File: src/rtl/dpf_pkg.sv
package dpf_pkg;

  // Per-cycle acceptance decisions for the four ports.
  typedef struct packed {
    logic w0;
    logic w1;
    logic r0;
    logic r1;
  } dpf_grant_t;

endpackage

File: src/rtl/dpf_ctrl.sv
module dpf_ctrl
  import dpf_pkg::*;
#(
  parameter int DEPTH = 8,
  localparam int PW = $clog2(DEPTH),
  localparam int CW = $clog2(DEPTH + 1)
) (
  input  logic          clk,
  input  logic          rst_n,
  input  logic          wr0_vld,
  input  logic          wr1_vld,
  input  logic          rd0_req,
  input  logic          rd1_req,
  output dpf_grant_t    gnt,
  output logic [PW-1:0] wr_addr0,
  output logic [PW-1:0] wr_addr1,
  output logic [PW-1:0] rd_addr0,
  output logic [PW-1:0] rd_addr1,
  output logic [CW-1:0] count_q
);

  localparam logic [CW:0] DEP_X = (CW + 1)'(DEPTH);
  localparam logic [PW:0] DEP_P = (PW + 1)'(DEPTH);

  logic [PW-1:0] wr_ptr_q, wr_ptr_d;
  logic [PW-1:0] rd_ptr_q, rd_ptr_d;
  logic [CW-1:0] count_d;
  logic [CW:0]   cnt_x;
  logic [1:0]    n_wr, n_rd;
  logic          upd_en;

  // Advance a pointer by k slots, wrapping modulo DEPTH.
  function automatic logic [PW-1:0] adv(input logic [PW-1:0] p, input logic [1:0] k);
    logic [PW:0] s;
    s = {1'b0, p} + {{(PW - 1){1'b0}}, k};
    if (s >= DEP_P) s = s - DEP_P;
    return s[PW-1:0];
  endfunction

  // Grant decisions: port 0 first, both sides judged on the start-of-cycle count.
  always_comb begin
    cnt_x  = {1'b0, count_q};
    gnt.w0 = wr0_vld && (cnt_x < DEP_X);
    gnt.w1 = wr1_vld && (gnt.w0 ? (cnt_x + 2 <= DEP_X) : (cnt_x < DEP_X));
    gnt.r0 = rd0_req && (cnt_x != '0);
    gnt.r1 = rd1_req && (gnt.r0 ? (cnt_x >= 2) : (cnt_x != '0));
    n_wr   = {1'b0, gnt.w0} + {1'b0, gnt.w1};
    n_rd   = {1'b0, gnt.r0} + {1'b0, gnt.r1};
  end

  // Next-state values.
  always_comb begin
    wr_ptr_d = adv(wr_ptr_q, n_wr);
    rd_ptr_d = adv(rd_ptr_q, n_rd);
    count_d  = CW'(cnt_x + {{(CW - 1){1'b0}}, n_wr} - {{(CW - 1){1'b0}}, n_rd});
    upd_en   = (n_wr != 2'd0) || (n_rd != 2'd0);
  end

  assign wr_addr0 = wr_ptr_q;
  assign wr_addr1 = adv(wr_ptr_q, {1'b0, gnt.w0});
  assign rd_addr0 = rd_ptr_q;
  assign rd_addr1 = adv(rd_ptr_q, {1'b0, gnt.r0});

  always_ff @(posedge clk or negedge rst_n) begin
    if (!rst_n) begin
      wr_ptr_q <= '0;
      rd_ptr_q <= '0;
      count_q  <= '0;
    end else if (upd_en) begin
      wr_ptr_q <= wr_ptr_d;
      rd_ptr_q <= rd_ptr_d;
      count_q  <= count_d;
    end
  end

  AST_NO_OVERFLOW: assert property (@(posedge clk) disable iff (!rst_n)
    {1'b0, count_q} <= DEP_X);
  AST_FULL_NO_WRITE: assert property (@(posedge clk) disable iff (!rst_n)
    ({1'b0, count_q} == DEP_X) |-> !(gnt.w0 || gnt.w1));
  AST_EMPTY_NO_READ: assert property (@(posedge clk) disable iff (!rst_n)
    (count_q == '0) |-> !(gnt.r0 || gnt.r1));
  AST_READ_ORDER: assert property (@(posedge clk) disable iff (!rst_n)
    (gnt.r1 && rd0_req) |-> gnt.r0);
  AST_COUNT_STEP: assert property (@(posedge clk) disable iff (!rst_n)
    (n_wr == n_rd) |=> $stable(count_q));
  AST_PTR_WRAP: assert property (@(posedge clk) disable iff (!rst_n)
    ({1'b0, wr_ptr_q} < DEP_P) && ({1'b0, rd_ptr_q} < DEP_P));

endmodule

File: src/rtl/dpf_store.sv
module dpf_store #(
  parameter int WIDTH = 8,
  parameter int DEPTH = 8,
  localparam int PW = $clog2(DEPTH)
) (
  input  logic             clk,
  input  logic             we0,
  input  logic [PW-1:0]    wa0,
  input  logic [WIDTH-1:0] wd0,
  input  logic             we1,
  input  logic [PW-1:0]    wa1,
  input  logic [WIDTH-1:0] wd1,
  input  logic [PW-1:0]    ra0,
  input  logic [PW-1:0]    ra1,
  output logic [WIDTH-1:0] rq0,
  output logic [WIDTH-1:0] rq1
);

  logic [WIDTH-1:0] mem [DEPTH];

  // Storage carries no reset; the read gating in the top hides unwritten slots.
  always_ff @(posedge clk) begin
    if (we0) mem[wa0] <= wd0;
    if (we1) mem[wa1] <= wd1;
  end

  assign rq0 = mem[ra0];
  assign rq1 = mem[ra1];

endmodule

File: src/rtl/dpf_status.sv
module dpf_status #(
  parameter int DEPTH = 8,
  localparam int CW = $clog2(DEPTH + 1)
) (
  input  logic          clk,
  input  logic          rst_n,
  input  logic [CW-1:0] count_q,
  input  logic          rd0_req,
  input  logic          rd1_req,
  output logic [1:0]    empty_flag,
  output logic [1:0]    full_flag,
  output logic          rd_empty_err
);

  logic was_empty_q, was_empty_d;

  for (genvar i = 0; i < 2; i++) begin : g_lvl
    assign empty_flag[i] = (count_q == CW'(i));
    assign full_flag[i]  = (count_q == CW'(DEPTH - i));
  end

  assign was_empty_d  = (count_q == '0);
  assign rd_empty_err = (rd0_req || rd1_req) && was_empty_q;

  always_ff @(posedge clk or negedge rst_n) begin
    if (!rst_n) was_empty_q <= 1'b1;
    else        was_empty_q <= was_empty_d;
  end

  AST_FLAG_EXCL: assert property (@(posedge clk) disable iff (!rst_n)
    !((empty_flag != 2'b00) && (full_flag != 2'b00)));
  AST_FLAG_ONEHOT: assert property (@(posedge clk) disable iff (!rst_n)
    $onehot0(empty_flag) && $onehot0(full_flag));
  AST_ERR_CAUSE: assert property (@(posedge clk) disable iff (!rst_n)
    rd_empty_err |-> (rd0_req || rd1_req));
  AST_ERR_HISTORY: assert property (@(posedge clk) disable iff (!rst_n)
    (!empty_flag[0] && !rd_empty_err && rd0_req) |=> !(rd_empty_err && !rd0_req && !rd1_req));

endmodule

File: src/rtl/dual_port_fifo.sv
module dual_port_fifo
  import dpf_pkg::*;
#(
  parameter int WIDTH = 8,
  parameter int DEPTH = 8,
  localparam int PW = $clog2(DEPTH),
  localparam int CW = $clog2(DEPTH + 1)
) (
  input  logic             clk,
  input  logic             rst_n,
  input  logic             wr0_vld,
  input  logic [WIDTH-1:0] wr0_data,
  input  logic             wr1_vld,
  input  logic [WIDTH-1:0] wr1_data,
  input  logic             rd0_req,
  output logic [WIDTH-1:0] rd0_data,
  input  logic             rd1_req,
  output logic [WIDTH-1:0] rd1_data,
  output logic [1:0]       empty_flag,
  output logic [1:0]       full_flag,
  output logic             rd_empty_err
);

  dpf_grant_t       gnt;
  logic [PW-1:0]    wa0, wa1, ra0, ra1;
  logic [CW-1:0]    count_q;
  logic [WIDTH-1:0] rq0, rq1;

  dpf_ctrl #(.DEPTH(DEPTH)) u_ctrl (
    .clk      (clk),
    .rst_n    (rst_n),
    .wr0_vld  (wr0_vld),
    .wr1_vld  (wr1_vld),
    .rd0_req  (rd0_req),
    .rd1_req  (rd1_req),
    .gnt      (gnt),
    .wr_addr0 (wa0),
    .wr_addr1 (wa1),
    .rd_addr0 (ra0),
    .rd_addr1 (ra1),
    .count_q  (count_q)
  );

  dpf_store #(.WIDTH(WIDTH), .DEPTH(DEPTH)) u_store (
    .clk (clk),
    .we0 (gnt.w0),
    .wa0 (wa0),
    .wd0 (wr0_data),
    .we1 (gnt.w1),
    .wa1 (wa1),
    .wd1 (wr1_data),
    .ra0 (ra0),
    .ra1 (ra1),
    .rq0 (rq0),
    .rq1 (rq1)
  );

  dpf_status #(.DEPTH(DEPTH)) u_status (
    .clk          (clk),
    .rst_n        (rst_n),
    .count_q      (count_q),
    .rd0_req      (rd0_req),
    .rd1_req      (rd1_req),
    .empty_flag   (empty_flag),
    .full_flag    (full_flag),
    .rd_empty_err (rd_empty_err)
  );

  // Refused reads show zero, never raw storage.
  assign rd0_data = gnt.r0 ? rq0 : '0;
  assign rd1_data = gnt.r1 ? rq1 : '0;

  AST_GATED_DATA: assert property (@(posedge clk) disable iff (!rst_n)
    (empty_flag[0]) |-> (rd0_data == '0) && (rd1_data == '0));

endmodule

File: config.mk
export PLATFORM = sky130hd
export DESIGN_NAME = dual_port_fifo
export DESIGN_NICKNAME = d
export VERILOG_FILES = /design/src/rtl/dpf_pkg.sv /design/src/rtl/dpf_ctrl.sv /design/src/rtl/dpf_store.sv /design/src/rtl/dpf_status.sv /design/src/rtl/dual_port_fifo.sv
export SDC_FILE = /design/constraint.sdc
export NUM_CORES = 1
export LEC_CHECK = 0
export BUFFER_PORTS_ARGS = -buffer_cell sky130_fd_sc_hd__buf_2
export CORE_ASPECT_RATIO = 2
export CORE_MARGIN = 5
export CORE_UTILIZATION = 55
export CTS_CLUSTER_SIZE = 12
export DETAILED_ROUTE_END_ITERATION = 8
export PLACE_DENSITY = 0.78
export SETUP_SLACK_MARGIN = 0.15
export SYNTH_ARGS = -nofsm -noshare
export SYNTH_HDL_FRONTEND = slang
export SYNTH_SLANG_ARGS = --single-unit
File: constraint.sdc
create_clock -name clk -period 3.8 [get_ports clk]
set_clock_uncertainty 0.15 [all_clocks]
set_input_delay 0.76 -clock clk [delete_from_list [all_inputs] [get_ports clk]]
set_output_delay 0.76 -clock clk [all_outputs]
set_load 0.01 [all_outputs]
-- Yosys cells after proc, flatten, opt, wreduce, memory -nomap -nowiden
Memory sizes are Yosys's and may differ from the RTL's.
Index checks and enable logic that the tools add are counted.
- add/sub/neg operators: 13
- order comparisons: 7
- eq/ne operators: 3
- mux-type cells: 12
- reduce and logical (&&, ||, !) cells: 11
- operators with widths (operator ; number):
    $le 32x4->1 const B ; 1
    $ge 4x4->1 const B ; 4
    $mux 8 ; 2
    $mux 3 ; 4
    $sub 3x1->3 const B ; 4
    $add 3x1->4 ; 2
    $add 3x2->4 ; 2
    $mux 1 ; 6
    $add 4x2->5 const B ; 1
    $logic_and 1x1->1 ; 5
    $add 1x1->2 ; 2
    $add 4x2->4 ; 1
    $eq 4x1->1 const B ; 1
    $eq 4x3->1 const B ; 1
    $eq 4x4->1 const B ; 1
    $ge 4x2->1 const B ; 1
    $logic_not 4->1 ; 1
    $lt 4x4->1 const B ; 1
    $reduce_bool 2->1 ; 2
    $reduce_bool 4->1 ; 1
    $sub 4x2->4 ; 1
    $logic_or 1x1->1 ; 2
- flip-flop bits (word level): 11
- RAM bits: 64
- input bits: 22
- output and inout bits: 21
- logic and storage cells: 51
- memories kept: 1
- memories (name ; depth ; bits a word ; rd ports ; clocked after memory_dff ; wr ports ; line ; source):
    u_store.mem ; 8 ; 8 ; 2 ; 0 ; 2 ; dpf_store.sv:19 ; logic [WIDTH-1:0] mem [DEPTH];

-- Longest topological paths before layout
Gate-level depths: netlist of run 1.
- depth in word-level cells: 8
- mapped depth: 13
- mapped depth without buffers: 13

-- Cells and area by module
Synthesis of run 1 repeated with hierarchy kept, for this count alone.
- cell total of the unflattened synthesis: 326
- area total of the unflattened synthesis: 5059.9 um^2
- by module, submodules not included (module ; times used ; cells each ; area each (um^2) ; seq. area each (um^2)):
    dpf_store ; 1 ; 216 ; 3947.5 ; 1921.8
    dpf_ctrl ; 1 ; 87 ; 918.4 ; 250.2
    dual_port_fifo ; 1 ; 16 ; 100.1 ; 0.0
    dpf_status ; 1 ; 7 ; 93.8 ; 26.3

-- Least setup slack after synthesis of run 1
OpenSTA, ideal clock, no wires.
- path type: flip-flop to output port
- start point: register u_ctrl.count_q[3]
- end point: output port rd1_data[5]
- arrival time: 2600 ps
- setup slack: 290 ps
- cell stages (with the launch flop): 11
- buffers on the path: 2
- path through: dfrtp_1 > inv_1 > ha_1 > nand2b_1 > o21a_1 > ha_1 > ha_1 > clkbuf_1 > clkbuf_1 > mux4_2 > a22o_1
- word-level cells in the longest chain between the ends: 7
- ends and longest elaborated chain (element ; line ; source):
    start: declaration ; dpf_ctrl.sv:19 ; output logic [CW-1:0] count_q
    start signal: assignment ; dpf_ctrl.sv:72 ; count_q <= count_d;
    $reduce_bool 4->1 ; dpf_ctrl.sv:45, dpf_ctrl.sv:46 ;
    $logic_and 1x1->1 ; dpf_ctrl.sv:45 ; gnt.r0 = rd0_req && (cnt_x != '0);
    $add 3x1->4 ; dpf_ctrl.sv:35 ; s = {1'b0, p} + {{(PW - 1){1'b0}}, k};
    $ge 4x4->1 or $sub 3x1->3 (tied branches) ; dpf_ctrl.sv:36 ; if (s >= DEP_P) s = s - DEP_P;
    $mux 3 ; dpf_ctrl.sv:36 ;
    $mem_v2 8x8 ; - ;
    $mux 8 (*) ; dual_port_fifo.sv:71 ; assign rd1_data = gnt.r1 ? rq1 : '0;
    end: declaration ; dual_port_fifo.sv:18 ; output logic [WIDTH-1:0] rd1_data,
Mark *: on every way between the ends. The rest lies on a longest branch, timed or not.

-- Worst setup path in the final report of run 1
- start point: register u_ctrl.count_q[3]
- end point: output port rd1_data[6]
The elaborated chain is that of the path after synthesis.

==> results of run 1 <==
layout make-up:
| class | count | area [um2] | share of cell area [%] |
|---|---|---|---|
| clock inverters | 2 | 10.0 | 0.180 |
| well taps | 100 | 125 | 2.25 |
| multi-input cells | 203 | 2500 | 45.0 |
| clock buffers | 14 | 264 | 4.76 |
| flip-flops and latches | 75 | 2200 | 39.6 |
| repair buffers | 62 | 405 | 7.31 |
| inverters | 13 | 48.8 | 0.879 |
placed cells by master, fill, tap and decap left out, types with 2 or more instances in the layout:
cell type | netlist | final
a21o_1 | 2 | 2
a21oi_1 | 7 | 7
a22o_1 | 16 | 16
and3_1 | 2 | 2
and4_4 | 2 | 2
and4b_1 | 2 | 2
buf_12 | 0 | 2
buf_2 | 4 | 42
buf_4 | 1 | 17
clkbuf_1 | 5 | 3
clkbuf_16 | 0 | 9
clkbuf_8 | 0 | 2
clkinv_2 | 0 | 2
dfrtp_1 | 10 | 10
edfxtp_1 | 64 | 64
fa_1 | 2 | 2
ha_1 | 20 | 18
inv_1 | 13 | 11
inv_2 | 0 | 2
mux2_2 | 35 | 35
mux2_4 | 32 | 32
mux4_2 | 32 | 32
nand2_1 | 5 | 5
nand3b_1 | 2 | 2
nand3b_2 | 2 | 2
nor2_1 | 8 | 7
nor2b_1 | 2 | 2
o21ai_0 | 5 | 5
o21bai_1 | 6 | 6
xnor2_1 | 4 | 4
xor2_1 | 5 | 5
state kept, by name, indices dropped and copies added, names as in the netlist:
name	cells
u_ctrl.wr_addr0	3
u_ctrl.rd_addr0	3
u_status.was_empty_q	1
u_store.mem	64
u_ctrl.count_q	4
where the power goes:
part           total [mW]  switching [mW]  internal, mW
clock               0.777           0.302         0.476
sequential           1.27           0.128          1.14
combinational        2.45            1.20          1.25
logic make-up after synthesis:
logic type	after synthesis	share of synthesized area (%)
AOI/OAI and AO/OA	40	5.99
xor gates and xnor gates	9	1.63
adders and majority gates	22	5.99
buffers and inverters	32	3.75
DFF	75	45.4
muxes	99	32.9
and+or+nand+nor	33	4.34
path summary, 6_finish.rpt:
path / to / startpoint / cells after the start / slack, ps
min in group clk: u_ctrl.rd_addr0[2] / u_ctrl.rd_addr0[2] / 1 / 410
min: u_ctrl.count_q[0] / rst_n / 1 / 140
max: rd1_data[6] / u_ctrl.count_q[3] / 9 / 220
max reg2reg: u_ctrl.count_q[3] / u_ctrl.count_q[3] / 13 / 700
max in group asynchronous: u_status.was_empty_q / rst_n / 1 / 3090
min reg2reg: u_ctrl.rd_addr0[2] / u_ctrl.rd_addr0[2] / 1 / 410
critical path: cells and delay by family, from the launching register on:
family | cells | cell delay [ps]
flops | 1 | 380
simple gates | 1 | 70
fa+ha+maj | 2 | 520
mux | 1 | 530
buf+inv | 3 | 390
compound gates | 2 | 440
through the flow:
stage / instances / total power, mW
after floorplan: 310 / 2.90
after global placement: 446 / 3.49
after detailed placement: 446 / 3.56
after CTS: 465 / 4.44
after global routing: 469 / 4.74
final: 469 / 4.50
per-layer routing:
layer / global-route usage (%) / up-vias / part of all wire, %
li1: - / 1346 / -
met1: 22.2 / 1535 / 33
met2: 42.5 / 136 / 56
met3: 3.66 / 43 / 5.1
met4: 13.3 / 0 / 5.4
met5: 0 / - / 0
repair_timing:
item,in CTS,in global routing
resized for setup,6,6
setup buffers,2,4
pin swaps,1,6
endpoints found under the setup margin,8,8
cloned,1,0
hold buffers,0,0
==> results.sh, run 1 <==
export IMPL_min_period_ps=3580
export IMPL_via_per_inst=6.52
export IMPL_critical_path_required_ps=2890
export IMPL_yosysTopAreaCell="edfxtp_1"
export IMPL_syn_to_final_growth_pct=14.5
export IMPL_worstSetupStartpointType="flip-flop"
export IMPL_pre_cts_ws_ps=261
export IMPL_worst_path_largest_cell_delay_ps=530
export IMPL_synth_warnings=0
export IMPL_synthTopCellsByCount="edfxtp_1 (64), mux2_2 (35), mux2_4 (32), mux4_2 (32), ha_1 (20)"
export IMPL_setup_viol=0
export IMPL_synth_top_cell_area_share_pct=39.7
export IMPL_crit_fanout=8
export IMPL_max_cap_violations=0
export IMPL_grt_pass1_wl_mm=17.9
export IMPL_yosys_cell_types_count=39
export IMPL_fmax_mhz=280
export IMPL_dieHeight_um=143
export IMPL_final_util_pct=64.2
export IMPL_place_gp_congestion=0.820
export IMPL_synth_most_common_cell="edfxtp_1"
export IMPL_path_class="flip-flop to output pin"
export IMPL_wire_per_inst_um=25.4
export IMPL_synth_area_per_cell_um2=15.6
export IMPL_fillCellCount=654
export IMPL_nNetsFinal=408
export IMPL_portBuffers=42
export IMPL_grt_usage_pct=22.3
export IMPL_wirelength_mm=11.9
export IMPL_core_area_um2=8650
export IMPL_ys_flop_type="edfxtp_1"
export IMPL_cp_cell_sequence="inv_2 -> ha_2 -> nand2b_4 -> o21a_4 -> ha_4 -> buf_12 -> mux4_2 -> a22o_1 -> buf_2"
export IMPL_cts_tree="yes"
export IMPL_critPathSlowestCell="mux4_2"
export IMPL_hold_class="input port to async pin"
export IMPL_clk_pin_slew_worst_paths_ps=60
export IMPL_finalHoldViolations=0
export IMPL_drtPass1Iterations=5
export IMPL_cts_buffers=9
export IMPL_hpwl_mm=8.05
export IMPL_cts_sinks=75
export IMPL_worstMarginPinSlew_ps=1300
export IMPL_powerDensity_nw_per_um2=811
export IMPL_vdd_drop_max_mv=0.573
export IMPL_drt_iter0_drc=296
export IMPL_postSynthCellCount=310
export IMPL_place_area_um2=5160
export IMPL_dieArea_um2=10900
export IMPL_fin_crit_sh_pct=94.1
export IMPL_antenna_left=0
export IMPL_antenna_found_initial=0
export IMPL_whs_ps=140
export IMPL_p_leak_nw=2.20
export IMPL_cp_arrival_ps=2670
export IMPL_synth_edff_count=64
export IMPL_async_flop_share_pct=14.7
export IMPL_relSlewSlack_pct=13.1
export IMPL_status="completed"
export IMPL_vias=3060
export IMPL_n_antenna_cell=0
export IMPL_clk_path_buf_depth=2
export IMPL_yosysSeqAreaShare_pct=45.4
export IMPL_start_util_pct=56.0
export IMPL_first_global_vias=3340
export IMPL_final_area_um2=5550
export IMPL_num_rows=48
export IMPL_setup_slack_ps=223
export IMPL_grt_max_degree=19
export IMPL_clock_root_buffer="clkbuf_16"
export IMPL_drive_above_1_share_pct=51.2
export IMPL_overflow=0
export IMPL_ioPinCount=43
export IMPL_synthTopCellsByArea="edfxtp_1 (40%), mux4_2 (15%), mux2_4 (9.9%), mux2_2 (8.1%), dfrtp_1 (5.2%)"
export IMPL_setup_tns_ps=0
export IMPL_slew_viol_final=0
export IMPL_clk_latency_ps=330
export IMPL_drc=0
export IMPL_syn_area_um2=4840
export IMPL_rsz0062_at_grt="no"
export IMPL_die_x_um=76.4
export IMPL_synth_net_count=354
export IMPL_endpoint_kind="output pin"
export IMPL_ys_ff_latch=75
export IMPL_htreeDepth=3
No activity file was read; power rests on OpenSTA's default activity.
==> inputs of run 2 (changes only) <==
--- a/config.mk
+++ b/config.mk
@@ -11,7 +11,7 @@
 export CORE_UTILIZATION = 55
 export CTS_CLUSTER_SIZE = 12
 export DETAILED_ROUTE_END_ITERATION = 8
-export PLACE_DENSITY = 0.78
+export PLACE_DENSITY = 0.85
 export SETUP_SLACK_MARGIN = 0.15
 export SYNTH_ARGS = -nofsm -noshare
 export SYNTH_HDL_FRONTEND = slang
==> run 2 against run 1 <==
  * Core utilization is 0.42 points lower
  * Clock power fell by 3.9%
  * Largest cell class unchanged
  * Worst hold slack better by 6.3 ps
  * Die area unchanged
  * Critical endpoint is now rd1_data[2]
  * Final area shrank 0.65%
  * Register-to-register slack got worse by 270 ps
  * First-iteration DRC count grew 8.4%
  * Worst setup slack lost 20 ps
  * Global-route usage is 0.31 points higher
  * Routed wire length decreased by 1.6%
  * Count of clock-buffer cells in the layout down 4
==> results.sh, run 2 (synthesized netlist as in run 1, its figures left out) <==
export IMPL_seqCellArea_um2=2200
export IMPL_cts_sinks=75
export IMPL_crit_buf_inv=3
export IMPL_setup_tns_ps=0
export IMPL_largest_registers="u_store.mem: 64 flops, u_ctrl.count_q: 4 flops"
export IMPL_path_class="flip-flop to output pin"
export IMPL_grt_usage_pct=22.7
export IMPL_dieHeight_um=143
export IMPL_multiInputGateArea_um2=2490
export IMPL_final_cell_mix="edfxtp_1 (64), buf_2 (42), mux2_2 (35), mux2_4 (32), mux4_2 (32)"
export IMPL_overflow=0
export IMPL_hpwl_mm=8.03
export IMPL_dieArea_um2=10900
export IMPL_clock_root_buffer="clkbuf_16"
export IMPL_nNetsFinal=406
export IMPL_finalHoldViolations=0
export IMPL_die_x_um=76.4
export IMPL_grt_pass1_wl_mm=18.5
export IMPL_cp_top_family="multiplexers"
export IMPL_r2r_end="u_ctrl.count_q[3]"
export IMPL_vias=3053
export IMPL_status="completed"
export IMPL_n_antenna_cell=0
export IMPL_drive_above_1_share_pct=50.4
export IMPL_cts_buffers=9
export IMPL_largest_register="u_store.mem"
export IMPL_via_per_inst=6.54
export IMPL_num_rows=48
export IMPL_critPathSlowestCell="mux4_2"
export IMPL_clk_path_buf_depth=2
export IMPL_rsz0062_at_grt="no"
export IMPL_antenna_found_initial=0
export IMPL_worst_path_largest_cell_delay_ps=510
export IMPL_first_global_vias=3379
export IMPL_clk_latency_ps=330
export IMPL_wirelength_mm=11.7
export IMPL_relSlewSlack_pct=18.7
export IMPL_portBuffers=42
export IMPL_cp_cell_sequence="inv_2 -> ha_1 -> nand2b_1 -> o21a_2 -> ha_4 -> buf_12 -> mux4_2 -> a22o_1 -> buf_2"
export IMPL_slew_viol_final=0
export IMPL_largest_register_ffs=64
export IMPL_worstMarginPinSlew_ps=1220
export IMPL_hold_class="input port to async pin"
export IMPL_fillCellCount=641
export IMPL_drt_iter0_drc=321
export IMPL_fmax_mhz=278
export IMPL_p_leak_nw=2.18
export IMPL_wire_per_inst_um=25.0
export IMPL_hold_buffers=0
export IMPL_powerDensity_nw_per_um2=807
export IMPL_critical_path_required_ps=2890
export IMPL_core_area_um2=8650
export IMPL_htreeDepth=3
export IMPL_min_period_ps=3600
export IMPL_max_cap_violations=0
export IMPL_cp_arrival_ps=2690
export IMPL_antenna_left=0
export IMPL_vdd_drop_max_mv=0.670
export IMPL_setup_slack_ps=203
export IMPL_setup_viol=0
export IMPL_worstSetupStartpointType="flip-flop"
export IMPL_drc=0
export IMPL_fin_cells=467
export IMPL_clk_pin_slew_worst_paths_ps=60
export IMPL_ioPinCount=43
export IMPL_place_gp_congestion=0.878
export IMPL_grt_max_degree=19
export IMPL_crit_fanout=8
export IMPL_start_util_pct=56.0
export IMPL_syn_to_final_growth_pct=13.8
export IMPL_layout_commonest_cell="edfxtp_1"
export IMPL_reg2reg_from="u_ctrl.count_q[3]"
export IMPL_pre_cts_ws_ps=133
export IMPL_cts_tree="yes"
export IMPL_drtPass1Iterations=4
export IMPL_fin_crit_sh_pct=94.7
export IMPL_r2r_cells=13
export IMPL_endpoint_kind="output pin"
export IMPL_whs_ps=147
export IMPL_placed_cells=444
export IMPL_rrSetupSlack_ps=430
## run 2: layout make-up
cell class / instances / area share (%)
Multi-Input combinational cell: 203 / 45.1
Sequential cell: 75 / 39.9
Timing Repair Buffer: 60 / 7.08
Clock buffer: 10 / 4.15
Tap cell: 100 / 2.27
Inverter: 13 / 0.885
Clock inverter: 6 / 0.590
## run 2: metal layers
metal  global-route usage [%]  vias to the layer above  part of all wire, %
met5                        0                        -                    0
met1                     23.0                     1531                   33
met3                     4.48                       38                  6.2
met4                     13.0                        0                  5.2
met2                     42.3                      135                   55
li1                         -                     1349                    -
## run 2: worst max path at each step
stage | startpoint | to | slack, ps | cells past startpoint
floorplan | u_ctrl.count_q[3] | rd1_data[5] | 290 | 10
global placement | rd0_req | rd1_data[2] | 280 | 8
detailed placement | u_ctrl.count_q[3] | rd1_data[2] | 130 | 10
CTS | u_ctrl.count_q[2] | rd1_data[2] | 150 | 10
global route | u_ctrl.count_q[3] | rd1_data[5] | 150 | 9
finish | u_ctrl.count_q[2] | rd1_data[2] | 200 | 9
## run 2: worst register-to-register path: cells and delay by family (launching register included)
kind,cells,cell delay [ps]
adder cells (fa/ha/maj),4,1120
AO/OA/AOI/OAI,5,1000
flip-flops,1,390
XOR/XNOR,2,300
buffers and inverters,2,280
## run 2: power by group
group / internal, mW / switching, mW
combinational: 1.24 / 1.19
sequential: 1.14 / 0.130
clock: 0.434 / 0.312
## run 2: through the flow
| stage | cell area (um2) | power [mW] | util [%] |
|---|---|---|---|
| after floorplan | 4840 | 2.90 | - |
| after global placement | 5140 | 3.44 | 59.5 |
| after detailed placement | 5140 | 3.55 | 59.5 |
| after CTS | 5490 | 4.44 | 63.5 |
| after global routing | 5510 | 4.71 | 63.7 |
| final | 5510 | 4.45 | 63.7 |
## run 2: timing repair
action | CTS | global route
resized for setup | 9 | 2
endpoints found under the setup margin | 8 | 8
setup buffers | 4 | 2
pin swaps | 1 | 2
gates cloned | 1 | 0
